[src/rtl/eepw_pkg.sv]
package eepw_pkg;
   typedef enum logic [2:0] {
      PH_IDLE,
      PH_DEV,
      PH_AHI,
      PH_ALO,
      PH_DATA
   } phase_t;

   localparam logic [3:0] DEV_FAMILY = 4'b1010;
   localparam int         CSEL_W     = 3;
   localparam int         BYTE_W     = 8;
endpackage

[src/rtl/eepw_bus_sync.sv]
module eepw_bus_sync #(
   parameter int STAGES = 2
) (
   input  logic clk,
   input  logic rst_n,
   input  logic scl_i,
   input  logic sda_i,
   output logic sda_s,
   output logic scl_rise,
   output logic scl_fall,
   output logic start_det,
   output logic stop_det
);
   if (STAGES < 2) begin : g_bad_stages
      $error("eepw_bus_sync: STAGES must be at least 2");
   end

   logic [1:0] raw;
   logic [1:0] synced;
   logic [1:0] prev;

   assign raw = {sda_i, scl_i};

   for (genvar g = 0; g < 2; g++) begin : g_lane
      logic [STAGES-1:0] chain;
      always_ff @(posedge clk or negedge rst_n) begin
         if (!rst_n) chain <= '1;
         else        chain <= {chain[STAGES-2:0], raw[g]};
      end
      assign synced[g] = chain[STAGES-1];
   end

   always_ff @(posedge clk or negedge rst_n) begin
      if (!rst_n) prev <= 2'b11;
      else        prev <= synced;
   end

   assign sda_s     = synced[1];
   assign scl_rise  = synced[0] & ~prev[0];
   assign scl_fall  = ~synced[0] & prev[0];
   assign start_det = synced[0] & prev[0] & prev[1] & ~synced[1];
   assign stop_det  = synced[0] & prev[0] & ~prev[1] & synced[1];
endmodule

[src/rtl/eepw_ctrl.sv]
module eepw_ctrl
   import eepw_pkg::*;
#(
   parameter int ADDR_W = 13,
   parameter int OFF_W  = 5
) (
   input  logic                     clk,
   input  logic                     rst_n,
   input  logic                     sda_s,
   input  logic                     scl_rise,
   input  logic                     scl_fall,
   input  logic                     start_det,
   input  logic                     stop_det,
   input  logic [CSEL_W-1:0]        cs_i,
   input  logic                     busy_i,
   output logic                     sda_oe,
   output logic                     wr_valid,
   output logic [BYTE_W-1:0]        wr_data,
   output logic [OFF_W-1:0]         wr_off,
   output logic [ADDR_W-OFF_W-1:0]  page,
   output logic                     commit
);
   localparam int         HI_W   = ADDR_W - BYTE_W;
   localparam int         PAGE_W = ADDR_W - OFF_W;
   localparam logic [3:0] BITS   = 4'd8;

   phase_t              ph;
   logic [BYTE_W-1:0]   shreg;
   logic [3:0]          bitcnt;
   logic                in_ack;
   logic                inc_pend;
   logic                had_data;
   logic [HI_W-1:0]     hi_q;
   logic [OFF_W-1:0]    off_q;
   logic [PAGE_W-1:0]   page_q;
   logic                dev_hit;

   assign dev_hit = (shreg[7:4] == DEV_FAMILY) && (shreg[3:1] == cs_i) && !shreg[0];
   assign page    = page_q;

   always_ff @(posedge clk or negedge rst_n) begin
      if (!rst_n) begin
         ph       <= PH_IDLE;
         shreg    <= '0;
         bitcnt   <= '0;
         in_ack   <= 1'b0;
         inc_pend <= 1'b0;
         had_data <= 1'b0;
         hi_q     <= '0;
         off_q    <= '0;
         page_q   <= '0;
         sda_oe   <= 1'b0;
         wr_valid <= 1'b0;
         wr_data  <= '0;
         wr_off   <= '0;
         commit   <= 1'b0;
      end else begin
         wr_valid <= 1'b0;
         commit   <= 1'b0;
         if (start_det) begin
            ph       <= PH_DEV;
            bitcnt   <= '0;
            in_ack   <= 1'b0;
            inc_pend <= 1'b0;
            had_data <= 1'b0;
            sda_oe   <= 1'b0;
         end else if (stop_det) begin
            commit   <= (ph == PH_DATA) && had_data;
            ph       <= PH_IDLE;
            in_ack   <= 1'b0;
            inc_pend <= 1'b0;
            sda_oe   <= 1'b0;
         end else if (ph != PH_IDLE) begin
            if (scl_rise && !in_ack && bitcnt != BITS) begin
               shreg  <= {shreg[BYTE_W-2:0], sda_s};
               bitcnt <= bitcnt + 4'd1;
            end
            if (scl_fall) begin
               if (in_ack) begin
                  sda_oe   <= 1'b0;
                  in_ack   <= 1'b0;
                  bitcnt   <= '0;
                  inc_pend <= 1'b0;
                  if (inc_pend) off_q <= off_q + 1'b1;
               end else if (bitcnt == BITS) begin
                  if (busy_i || (ph == PH_DEV && !dev_hit)) begin
                     ph <= PH_IDLE;
                  end else begin
                     sda_oe <= 1'b1;
                     in_ack <= 1'b1;
                     unique case (ph)
                        PH_DEV: ph <= PH_AHI;
                        PH_AHI: begin
                           hi_q <= shreg[HI_W-1:0];
                           ph   <= PH_ALO;
                        end
                        PH_ALO: begin
                           page_q <= {hi_q, shreg[BYTE_W-1:OFF_W]};
                           off_q  <= shreg[OFF_W-1:0];
                           ph     <= PH_DATA;
                        end
                        PH_DATA: begin
                           wr_valid <= 1'b1;
                           wr_data  <= shreg;
                           wr_off   <= off_q;
                           had_data <= 1'b1;
                           inc_pend <= 1'b1;
                        end
                        default: ph <= PH_IDLE;
                     endcase
                  end
               end
            end
         end
      end
   end
endmodule

[src/rtl/i2c_eeprom_wr_front.sv]
module i2c_eeprom_wr_front #(
   parameter int ADDR_W      = 13,
   parameter int PAGE_BYTES  = 32,
   parameter int SYNC_STAGES = 2
) (
   input  logic                                  clk,
   input  logic                                  rst_n,
   input  logic                                  scl_i,
   input  logic                                  sda_i,
   output logic                                  sda_oe_o,
   input  logic [2:0]                            cs_i,
   input  logic                                  busy_i,
   output logic                                  wr_valid_o,
   output logic [7:0]                            wr_data_o,
   output logic [$clog2(PAGE_BYTES)-1:0]         wr_offset_o,
   output logic [ADDR_W-$clog2(PAGE_BYTES)-1:0]  wr_page_o,
   output logic                                  commit_o
);
   localparam int OFF_W = $clog2(PAGE_BYTES);

   if (ADDR_W < 9 || ADDR_W > 16) begin : g_bad_addr
      $error("i2c_eeprom_wr_front: ADDR_W must lie in 9..16");
   end
   if ((1 << OFF_W) != PAGE_BYTES || OFF_W < 1 || OFF_W > 7) begin : g_bad_page
      $error("i2c_eeprom_wr_front: PAGE_BYTES must be a power of two from 2 to 128");
   end

   logic sda_s;
   logic scl_rise;
   logic scl_fall;
   logic start_det;
   logic stop_det;

   eepw_bus_sync #(.STAGES(SYNC_STAGES)) u_sync (
      .clk       (clk),
      .rst_n     (rst_n),
      .scl_i     (scl_i),
      .sda_i     (sda_i),
      .sda_s     (sda_s),
      .scl_rise  (scl_rise),
      .scl_fall  (scl_fall),
      .start_det (start_det),
      .stop_det  (stop_det)
   );

   eepw_ctrl #(.ADDR_W(ADDR_W), .OFF_W(OFF_W)) u_ctrl (
      .clk       (clk),
      .rst_n     (rst_n),
      .sda_s     (sda_s),
      .scl_rise  (scl_rise),
      .scl_fall  (scl_fall),
      .start_det (start_det),
      .stop_det  (stop_det),
      .cs_i      (cs_i),
      .busy_i    (busy_i),
      .sda_oe    (sda_oe_o),
      .wr_valid  (wr_valid_o),
      .wr_data   (wr_data_o),
      .wr_off    (wr_offset_o),
      .page      (wr_page_o),
      .commit    (commit_o)
   );
endmodule

[config.mk]
export PLATFORM = sky130hd
export DESIGN_NAME = i2c_eeprom_wr_front
export DESIGN_NICKNAME = d
export VERILOG_FILES = /design/src/rtl/eepw_pkg.sv /design/src/rtl/eepw_bus_sync.sv /design/src/rtl/eepw_ctrl.sv /design/src/rtl/i2c_eeprom_wr_front.sv
export SDC_FILE = /design/constraint.sdc
export NUM_CORES = 1
export LEC_CHECK = 0
export BUFFER_PORTS_ARGS = -buffer_cell sky130_fd_sc_hd__buf_2
export CORE_AREA = 2 2 57 100
export DETAILED_ROUTE_END_ITERATION = 12
export DIE_AREA = 0 0 59 102
export PLACE_DENSITY = 0.83
export SLEW_MARGIN = 30
export SYNTH_ARGS = -nofsm -noshare
export SYNTH_HDL_FRONTEND = slang
export SYNTH_HIERARCHICAL = 1
export SYNTH_SLANG_ARGS = --single-unit
[constraint.sdc]
create_clock -name clk -period 2.3 [get_ports clk]
set_clock_uncertainty 0.05 [all_clocks]
set_input_delay 0.46 -clock clk [delete_from_list [all_inputs] [get_ports clk]]
set_output_delay 0.46 -clock clk [all_outputs]
set_load 0.1 [all_outputs]
# Yosys cells after proc, flatten, opt, wreduce, memory -nomap -nowiden
# Index checks and enable logic that the tools add are counted.
[word_totals]
register_bits = 58
latchBits = 0
mem_bits_rw = 0
romBits = 0
inputBits = 8
output_inout_bits = 24
elab_cells = 139
n_memories = 0
[classes]
n_addsub = 2
mul = 0
n_div = 0
magnitude_cmp = 0
eq_ne = 16
shift = 0
mux = 56
bitwise = 15
reduce_logical = 33
[ops]
columns = ["op", "count"]
rows = [
  ["$mux W1", 37],
  ["$reduce_and A8 Y1", 4],
  ["$mux W5", 5],
  ["$mux W4", 6],
  ["$mux W3", 7],
  ["$pmux W3 S4", 1],
  ["$reduce_bool A2 Y1", 6],
  ["$reduce_bool A3 Y1", 4],
  ["$reduce_and A5 Y1", 2],
  ["$eq A4 B4 Y1 const B", 2],
  ["$ne A2 B2 Y1 const B", 4],
  ["$ne A4 B4 Y1 const B", 2],
  ["$not A1 Y1", 8],
  ["$reduce_and A4 Y1", 2],
  ["$reduce_bool A4 Y1", 2],
  ["$and A1 B1 Y1", 7],
  ["$reduce_and A7 Y1", 1],
  ["$eq A3 B2 Y1 const B", 2],
  ["$logic_and A1 B1 Y1", 6],
  ["$add A5 B1 Y5 const B", 1],
  ["$add A4 B1 Y4 const B", 1],
  ["$ne A4 B3 Y1 const B", 1],
  ["$reduce_and A2 Y1", 2],
  ["$eq A3 B1 Y1 const B", 1],
  ["other kinds (6)", 8],
]

# Depth between registers and ports, before layout
# Gate-level depths: netlist of run 1.
[logic_depth]
ltp_word = 13
depth_mapped = 7

# Modules after synthesis
# Netlist of run 1, hierarchy kept.
[modules_own_cells]
columns = ["module", "n_inst", "cells_per_inst", "area_each_um2"]
rows = [
  ["eepw_ctrl", 1, 195, 2444.8],
  ["eepw_bus_sync", 1, 10, 190.2],
]

# Least setup slack after synthesis of run 1
# No wires, ideal clock.
[synth_timing]
kind = "register -> register"
start = "register u_sync.g_lane[1].chain[1]"
end = "register u_ctrl.page_q[0] (netlist: u_ctrl/page[0])"
arrival_time_ns = 2.024
required_ns = 2.125
setup_slack_ns = 0.100
stages_incl_launch_ff = 7
n_path_buf = 2
synth_period_minus_slack_ns = 2.200
path_cell_list = "dfstp_2 -> and4b_1 -> or2_1 -> buf_2 -> or4_4 -> buf_6 -> mux2_4"
[synth_via]
elab_chain_len = 4
elab_cells_between_ends = 6
classes_between = "bitwise: 5; reduce/logical: 1"
[synth_lines]
columns = ["element", "line_no", "source"]
rows = [
  ["start: declaration", "eepw_bus_sync.sv:25", "logic [STAGES-1:0] chain;"],
  ["start signal: assignment", "eepw_bus_sync.sv:28", "else chain <= {chain[STAGES-2:0], raw[g]};"],
  ["$not A1 Y1", "eepw_bus_sync.sv:41", "assign start_det = synced[0] & prev[0] & prev[1] & ~synced[1];"],
  ["$and A1 B1 Y1", "eepw_bus_sync.sv:41", ""],
  ["via start_det", "i2c_eeprom_wr_front.sv:31", "logic start_det;"],
  ["$not A1 Y1 (no source line)", "--", ""],
  ["$reduce_and A8 Y1 (no source line)", "--", ""],
  ["end signal: assignment", "eepw_ctrl.sv:98", "page_q <= {hi_q, shreg[BYTE_W-1:OFF_W]};"],
  ["end: declaration", "eepw_ctrl.sv:35", "logic [PAGE_W-1:0] page_q;"],
]
# The timed path passes the listed nets, and every way through them passes these cells.
# A chain may end at the register's enable or synchronous reset.

# Final worst setup path of run 1
[layout_timing]
start = "register u_sync.prev[1]"
end = "register u_ctrl.page_q[4] (netlist: u_ctrl/page[4])"
[layout_via]
elab_chain_len = 5
elab_cells_between_ends = 8
classes_between = "bitwise: 7; reduce/logical: 1"
[layout_lines]
columns = ["element", "line_no", "source"]
rows = [
  ["start: declaration", "eepw_bus_sync.sv:20", "logic [1:0] prev;"],
  ["start signal: assignment", "eepw_bus_sync.sv:35", "else prev <= synced;"],
  ["$not A1 Y1", "eepw_bus_sync.sv:42", "assign stop_det = synced[0] & prev[0] & ~prev[1] & synced[1];"],
  ["$and A1 B1 Y1 (2 in a row)", "eepw_bus_sync.sv:42", ""],
  ["via stop_det", "i2c_eeprom_wr_front.sv:32", "logic stop_det;"],
  ["$not A1 Y1 (no source line)", "--", ""],
  ["$reduce_and A8 Y1 (no source line)", "--", ""],
]
# The timed path passes the listed nets, and every way through them passes these cells.

==> results of run 1 <==
==> cells in the final DEF, fill, tap and decap left out, types with 5 or more instances in the layout <==
master	n
and3_1	5
inv_1	7
dfrtp_1	52
o21ai_0	6
a21oi_1	10
nor2_1	8
buf_2	31
clkbuf_8	11
dfstp_2	6
buf_4	8
nand2_1	9
mux2_4	13
mux2_2	21
==> power groups by stage <==
stage          clock network, mW  logic (mW)  registers, mW
6_report                    1.03       0.253           1.25
5_1_grt                     1.10       0.289           1.27
4_1_cts                     1.06       0.255           1.26
3_5_place_dp                   0       0.252           1.27
3_3_place_gp                   0       0.243           1.27
2_1_floorplan                  0       0.184           1.21
==> routing by layer <==
metal	wire length [um]	vias up
li1	-	849
met1	1981	892
met2	2738	47
met3	209	19
met4	211	0
met5	0	-
==> final cells by class <==
class,count,area share [%]
sequential,58,46.79
multi-input combinational,134,35.47
timing repair buffer,40,7.544
clock buffer,14,5.217
tap,55,2.207
clock inverter,2,1.926
inverter,7,0.8427
==> state kept, by name, indices dropped and copies added, names as in the netlist, 4 cells and up <==
register and flops:
u_ctrl/page 8, u_ctrl/shreg 8, u_ctrl/wr_data 8, u_ctrl/hi_q 5
u_ctrl/off_q 5, u_ctrl/wr_off 5, u_ctrl/bitcnt 4, u_sync/g_lane.chain 4
==> metrics by stage <==
stage / std cells / util (%) / cell area (um^2) / total power, mW / worst slack (ps)
after global placement: 294 / 55.96 / 2892 / 1.511 / 122.1
after CTS: 310 / 60.27 / 3114 / 2.575 / 69.60
after detailed placement: 294 / 55.96 / 2892 / 1.525 / 73.82
after floorplan: 205 / - / 2635 / 1.399 / 100.5
after global routing: 310 / 60.34 / 3118 / 2.661 / 30.56
final: 310 / 60.34 / 3118 / 2.538 / 140.2
==> worst max-delay path: stages, from the launching register on <==
cell     delay (ps)
dfstp_2         520
and4b_1         230
or2_1           290
or4_4           620
mux2_4          340
==> cells by family (layout without fill, tap and decap cells) <==
logic type	count (synthesis)	after routing	share of synthesized area, %
multiplexers	37	37	17.52
AO/OA/AOI/OAI	34	34	8.595
adder cells (fa/ha/maj)	3	3	1.425
flip-flops	58	58	55.37
XOR/XNOR	3	3	0.9973
buffers and inverters	13	63	2.801
AND/OR/NAND/NOR	57	57	13.30
==> worst paths after layout <==
| path | slack (ps) | endpoint | start | depth (start not counted) |
|---|---|---|---|---|
| max | 140 | u_ctrl/page[4]$_DFFE_PN0P_ | u_sync/prev[1]$_DFF_PN1_ | 4 |
| min | 100 | u_ctrl/wr_data[1]$_DFFE_PN0P_ | rst_n | 1 |
| max reg2reg | 140 | u_ctrl/page[4]$_DFFE_PN0P_ | u_sync/prev[1]$_DFF_PN1_ | 4 |
| min reg2reg | 310 | u_sync/g_lane[1].chain[1]$_DFF_PN1_ | u_sync/g_lane[1].chain[0]$_DFF_PN1_ | 0 |
| max in group asynchronous | 1520 | u_ctrl/page[5]$_DFFE_PN0P_ | rst_n | 2 |
| min in group clk | 180 | u_sync/g_lane[1].chain[0]$_DFF_PN1_ | sda_i | 1 |
==> synthesized netlist by cell type (4+ instances only) <==
cell type and number:
nor3_1 4, dfrtp_1 52, a21oi_1 10, dfstp_2 6
nand2_1 9, nand3b_1 4, mux2_2 21, o21ai_0 6
nor3b_1 4, o31ai_1 4, nor2_1 8, inv_1 7
and3_1 5, nor2b_1 4, mux2_4 13
==> timing repair <==
item                       4_1_cts  5_1_grt
setup endpoints to repair        0        3
resized for setup                0        1
hold buffers                     0        0
==> results.ini, run 1 <==
[clock_network]
post_cts_buffers=0
clockRootBuffer=clkbuf_8
cts_buffers=9
cts_tree=built
clk_pin_slew_ps=60
clock_path_buffers=2
h-tree-depth=3
insertion_delay_ps=330
cts.sinks=58

[detailed_routing]
vias_per_cell=5.829
first_pass_iters=4
ant_nets=0
wl_um=5141
drc=0
drtIter0Drc=41
num_vias=1807
post_drt_wl_per_cell_um=16.58

[sta]
timing.fmax_mhz=463.0
holdWs_ps=99.41
slew_viol_final=0
worst_pin_slew_ps=627.4
hold_violations=0
rsz0062_at_grt=no
relSlewSlack_pct=58.17
fin_crit_sh_pct=93.90
final.min_clock_period_ps=2160
setup_viol=0
setup-tns-final_ps=0

[finish]
fillers=426
multiInputGateArea_um2=1106
num_antenna_cells=0
syn_to_final_growth_pct=18.33
final_nets=261
drive_gt1_share_pct=39.61
final-seq-area_um2=1459

[pwr]
power_density_nw_per_um2=814.1
pwr-share-seq_pct=49.4
pwr-share-clk_pct=40.6
ir_drop_v=0.0005323
power_frac_comb_pct=10.0
swShare_pct=24.62
p_leak_nw=1.578
cellInternalPower_mw=1.913
power_switching_mw=0.6250

[die]
die_h_um=102
dieWidth_um=59
design.die.area_um2=6018
start_util_pct=50.99
rows=35
core_um2=5167
io-pin-count=32

[synthesis]
ys_ff_latch=58
async_flop_share_pct=100.0
synth.cell_area_um2=2635
synth.area.top_cells=dfrtp_1 (49%), mux2_2 (9.0%), mux2_4 (7.4%)
ys_warn_count=6
synth_cell_type_count=43
synth.top_cell.area_share_pct=49.38
ys.flop_type=dfrtp_1
avgSynthCellArea_um2=12.85
ys_seq_area_share_pct=55.37
postSynthCellCount=205
yosys.area.top_type=dfrtp_1
synth_edf_count=0
syn_nets=216

[global_routing]
grtUsageMet3_pct=6.076
grtUsageMet1_pct=21.37
groute.usage.overall_pct=19.62
use_met2_pct=31.97
top_usage_layer=met2
grt_max_degree=33
grt_pass1_vias=1864
gr-total-overflow=0
antenna_found_initial=0
grt_pass1_wl_um=8652

[outcome]
status=completed

[setup_path]
cp_max_fo=8
critical_path_required_ps=2460
end_kind=flop
worst_setup_path_start_kind=flop
arrival_ps=2320
critPathKind=flop to flop

[flow_run]
drv_cap=0

[place]
dp_hpwl_um=3802
gp_congestion=0.9565
io_buffers=31

[min_path]
hp-class=primary input to async pin

Power figures use the tool's default switching activity.
==> run 2, diff against run 1 <==
--- a/config.mk
+++ b/config.mk
@@ -13,5 +13,4 @@
 export SLEW_MARGIN = 30
 export SYNTH_ARGS = -nofsm -noshare
 export SYNTH_HDL_FRONTEND = slang
-export SYNTH_HIERARCHICAL = 1
 export SYNTH_SLANG_ARGS = --single-unit
==> run 2 against run 1 <==
  * Via count down 2.6%
  * Critical path depth increased by 2
  * Clock power fell by 12%
  * Final cell count did not move
  * Register-to-register slack improved by 70 ps
  * Synthesized cell count is 2.9% higher
  * Maximum frequency rose by 3.2%
  * Clock-buffer cell count down 4
  * Total power up 1.0%
  * Largest cell class unchanged
  * Combinational power grew 42%
  * Synthesized area hardly changed
==> results.ini, run 2 <==
[global_routing]
antenna_found_initial=0
groute.usage.overall_pct=19.75
grt_pass1_wl_um=8673
grt_max_degree=38
gr-total-overflow=0
grt_pass1_vias=1774

[setup_path]
slowest_delay_ps=420
arrival_ps=2260
cp-endpoint=u_ctrl.page[4]$_DFFE_PN0P_
critical_path_required_ps=2470
reg2reg_to=u_ctrl.page[4]$_DFFE_PN0P_
worst_setup_path_start_kind=flop
rr_startpoint=u_ctrl.bitcnt[0]$_DFFE_PN0P_
worstPathCellList=inv_1, ha_1, and4bb_2, and3_2, nand4_2, mux2_2
end_kind=flop
startpoint=u_ctrl.bitcnt[0]$_DFFE_PN0P_
ff2ff_setup_slack_ps=210
cp_max_fo=8
critPathKind=flop to flop
critPathSlowestCell=dfrtp_1
reg2regPathDepth=6

[pwr]
fin_total_pwr_mw=2.565
power_density_nw_per_um2=839.5
ir_drop_v=0.0005400
p_leak_nw=1.536

[synthesis]
synth.area.top_cells=dfrtp_1 (49%), mux2_2 (11%), dfstp_2 (6.0%)
synth_edf_count=0
synth.top_cell.area_share_pct=49.36
yosys.area.top_type=dfrtp_1
synth.cell_area_um2=2636
async_flop_share_pct=100.0
synthMostInstantiatedCell=dfrtp_1
ys.flop_type=dfrtp_1
ys_seq_area_share_pct=55.34
avgSynthCellArea_um2=12.49
ys_ff_latch=58
postSynthCellCount=211
synth_cell_type_count=47
synthTopCellsByCount=dfrtp_1 (52), mux2_2 (25), nand2_1 (16), nor2_1 (13)
ys_warn_count=0
syn_nets=222

[detailed_routing]
num_vias=1760
vias_per_cell=5.677
post_drt_wl_per_cell_um=16.60
first_pass_iters=4
drtIter0Drc=32
drc=0
ant_nets=0
wl_um=5145

[sta]
fin_crit_sh_pct=90.96
timing.fmax_mhz=478.0
worst_slack_ps=208.0
setup-tns-final_ps=0
relSlewSlack_pct=65.65
holdWs_ps=45.78
setup_viol=0
final.min_clock_period_ps=2092
slew_viol_final=0
rsz0062_at_grt=no
worst_pin_slew_ps=515.2
hold_violations=0

[finish]
layout_commonest_cell=dfrtp_1
syn_to_final_growth_pct=15.90
multiInputGateArea_um2=1104
drive_gt1_share_pct=39.22
final_nets=262
final_cells=310
postLayoutCellArea_um2=3055
final-seq-area_um2=1459
final_cell_mix=dfrtp_1 (52), buf_2 (31), mux2_2 (25), nand2_1 (16), nor2_1 (13)
num_antenna_cells=0
fillers=435
final_util_pct=59.13

[clock_network]
clk_pin_slew_ps=60
insertion_delay_ps=340
clockRootBuffer=clkbuf_8
cts_buffers=9
cts.sinks=58
cts-hold-fix-buffers=0
cts_tree=built
clock_path_buffers=2
h-tree-depth=3

[die]
dieWidth_um=59
die_h_um=102
rows=35
start_util_pct=51.02
core_um2=5167
design.die.area_um2=6018
io-pin-count=32

[place]
io_buffers=31
dp_hpwl_um=3721
placed_cell_area_um2=2861
place_ws_ps=96.56
dp.cells=295
gp_congestion=0.9408

[flow_run]
drv_cap=0

[min_path]
hp-class=primary input to async pin

[outcome]
status=completed

## run 2: report_power, final
part	switching, mW	internal, mW
logic	0.188	0.172
clock network	0.391	0.519
registers	0.158	1.14
## run 2: worst max-delay path: cells and delay by family, from the launching register on
family                   cells  cell delay [ps]
adder cells (fa/ha/maj)      1              150
AND/OR/NAND/NOR              3              900
multiplexers                 1              370
buffers and inverters        1               70
flip-flops                   1              420
## run 2: worst min path at each step
| stage | from | end | slack, ps |
|---|---|---|---|
| 4_1_cts | rst_n | u_ctrl.wr_off[4]$_DFFE_PN0P_ | 60 |
| 2_1_floorplan | rst_n | u_ctrl.bitcnt[0]$_DFFE_PN0P_ | 110 |
| 6_report | rst_n | u_ctrl.bitcnt[0]$_DFFE_PN0P_ | 50 |
| 3_5_place_dp | u_sync.g_lane[1].chain[0]$_DFF_PN1_ | u_sync.g_lane[1].chain[1]$_DFF_PN1_ | 300 |
| 5_1_grt | rst_n | u_ctrl.bitcnt[0]$_DFFE_PN0P_ | 70 |
| 3_3_place_gp | u_sync.g_lane[0].chain[0]$_DFF_PN1_ | u_sync.g_lane[0].chain[1]$_DFF_PN1_ | 300 |
## run 2: cell families (layout without fill, tap and decap cells)
kind of cell               Yosys count  after routing  synth area share [%]
buffers and inverters               15             59                 2.847
adders and majority gates            3              3                 1.424
muxes                               34             34                 15.42
xor gates and xnor gates             6              6                 1.993
AOI/OAI and AO/OA                   30             30                 7.737
DFF                                 58             58                 55.34
and+or+nand+nor                     65             65                 15.24
## run 2: final cells by class
| class | instances | share of cell area (%) |
|---|---|---|
| flip-flops and latches | 58 | 47.75 |
| multi-input cells | 138 | 36.12 |
| repair buffers | 35 | 6.470 |
| clock buffers | 10 | 4.505 |
| well taps | 55 | 2.252 |
| clock inverters | 5 | 1.802 |
| inverters | 9 | 1.106 |
## run 2: metal layers
| layer | GRT usage (%) | share of wire (%) |
|---|---|---|
| met5 | 0 | 0 |
| met4 | 12.24 | 3.6 |
| met3 | 5.823 | 3.5 |
| met2 | 31.62 | 53 |
| met1 | 22.81 | 40 |
## run 2: timing repair
| item | CTS | global route |
|---|---|---|
| endpoints found under the hold margin | 0 | 0 |
| buffers inserted | 0 | 0 |
| setup endpoints to repair | 0 | 8 |
| gates resized for setup | 0 | 1 |
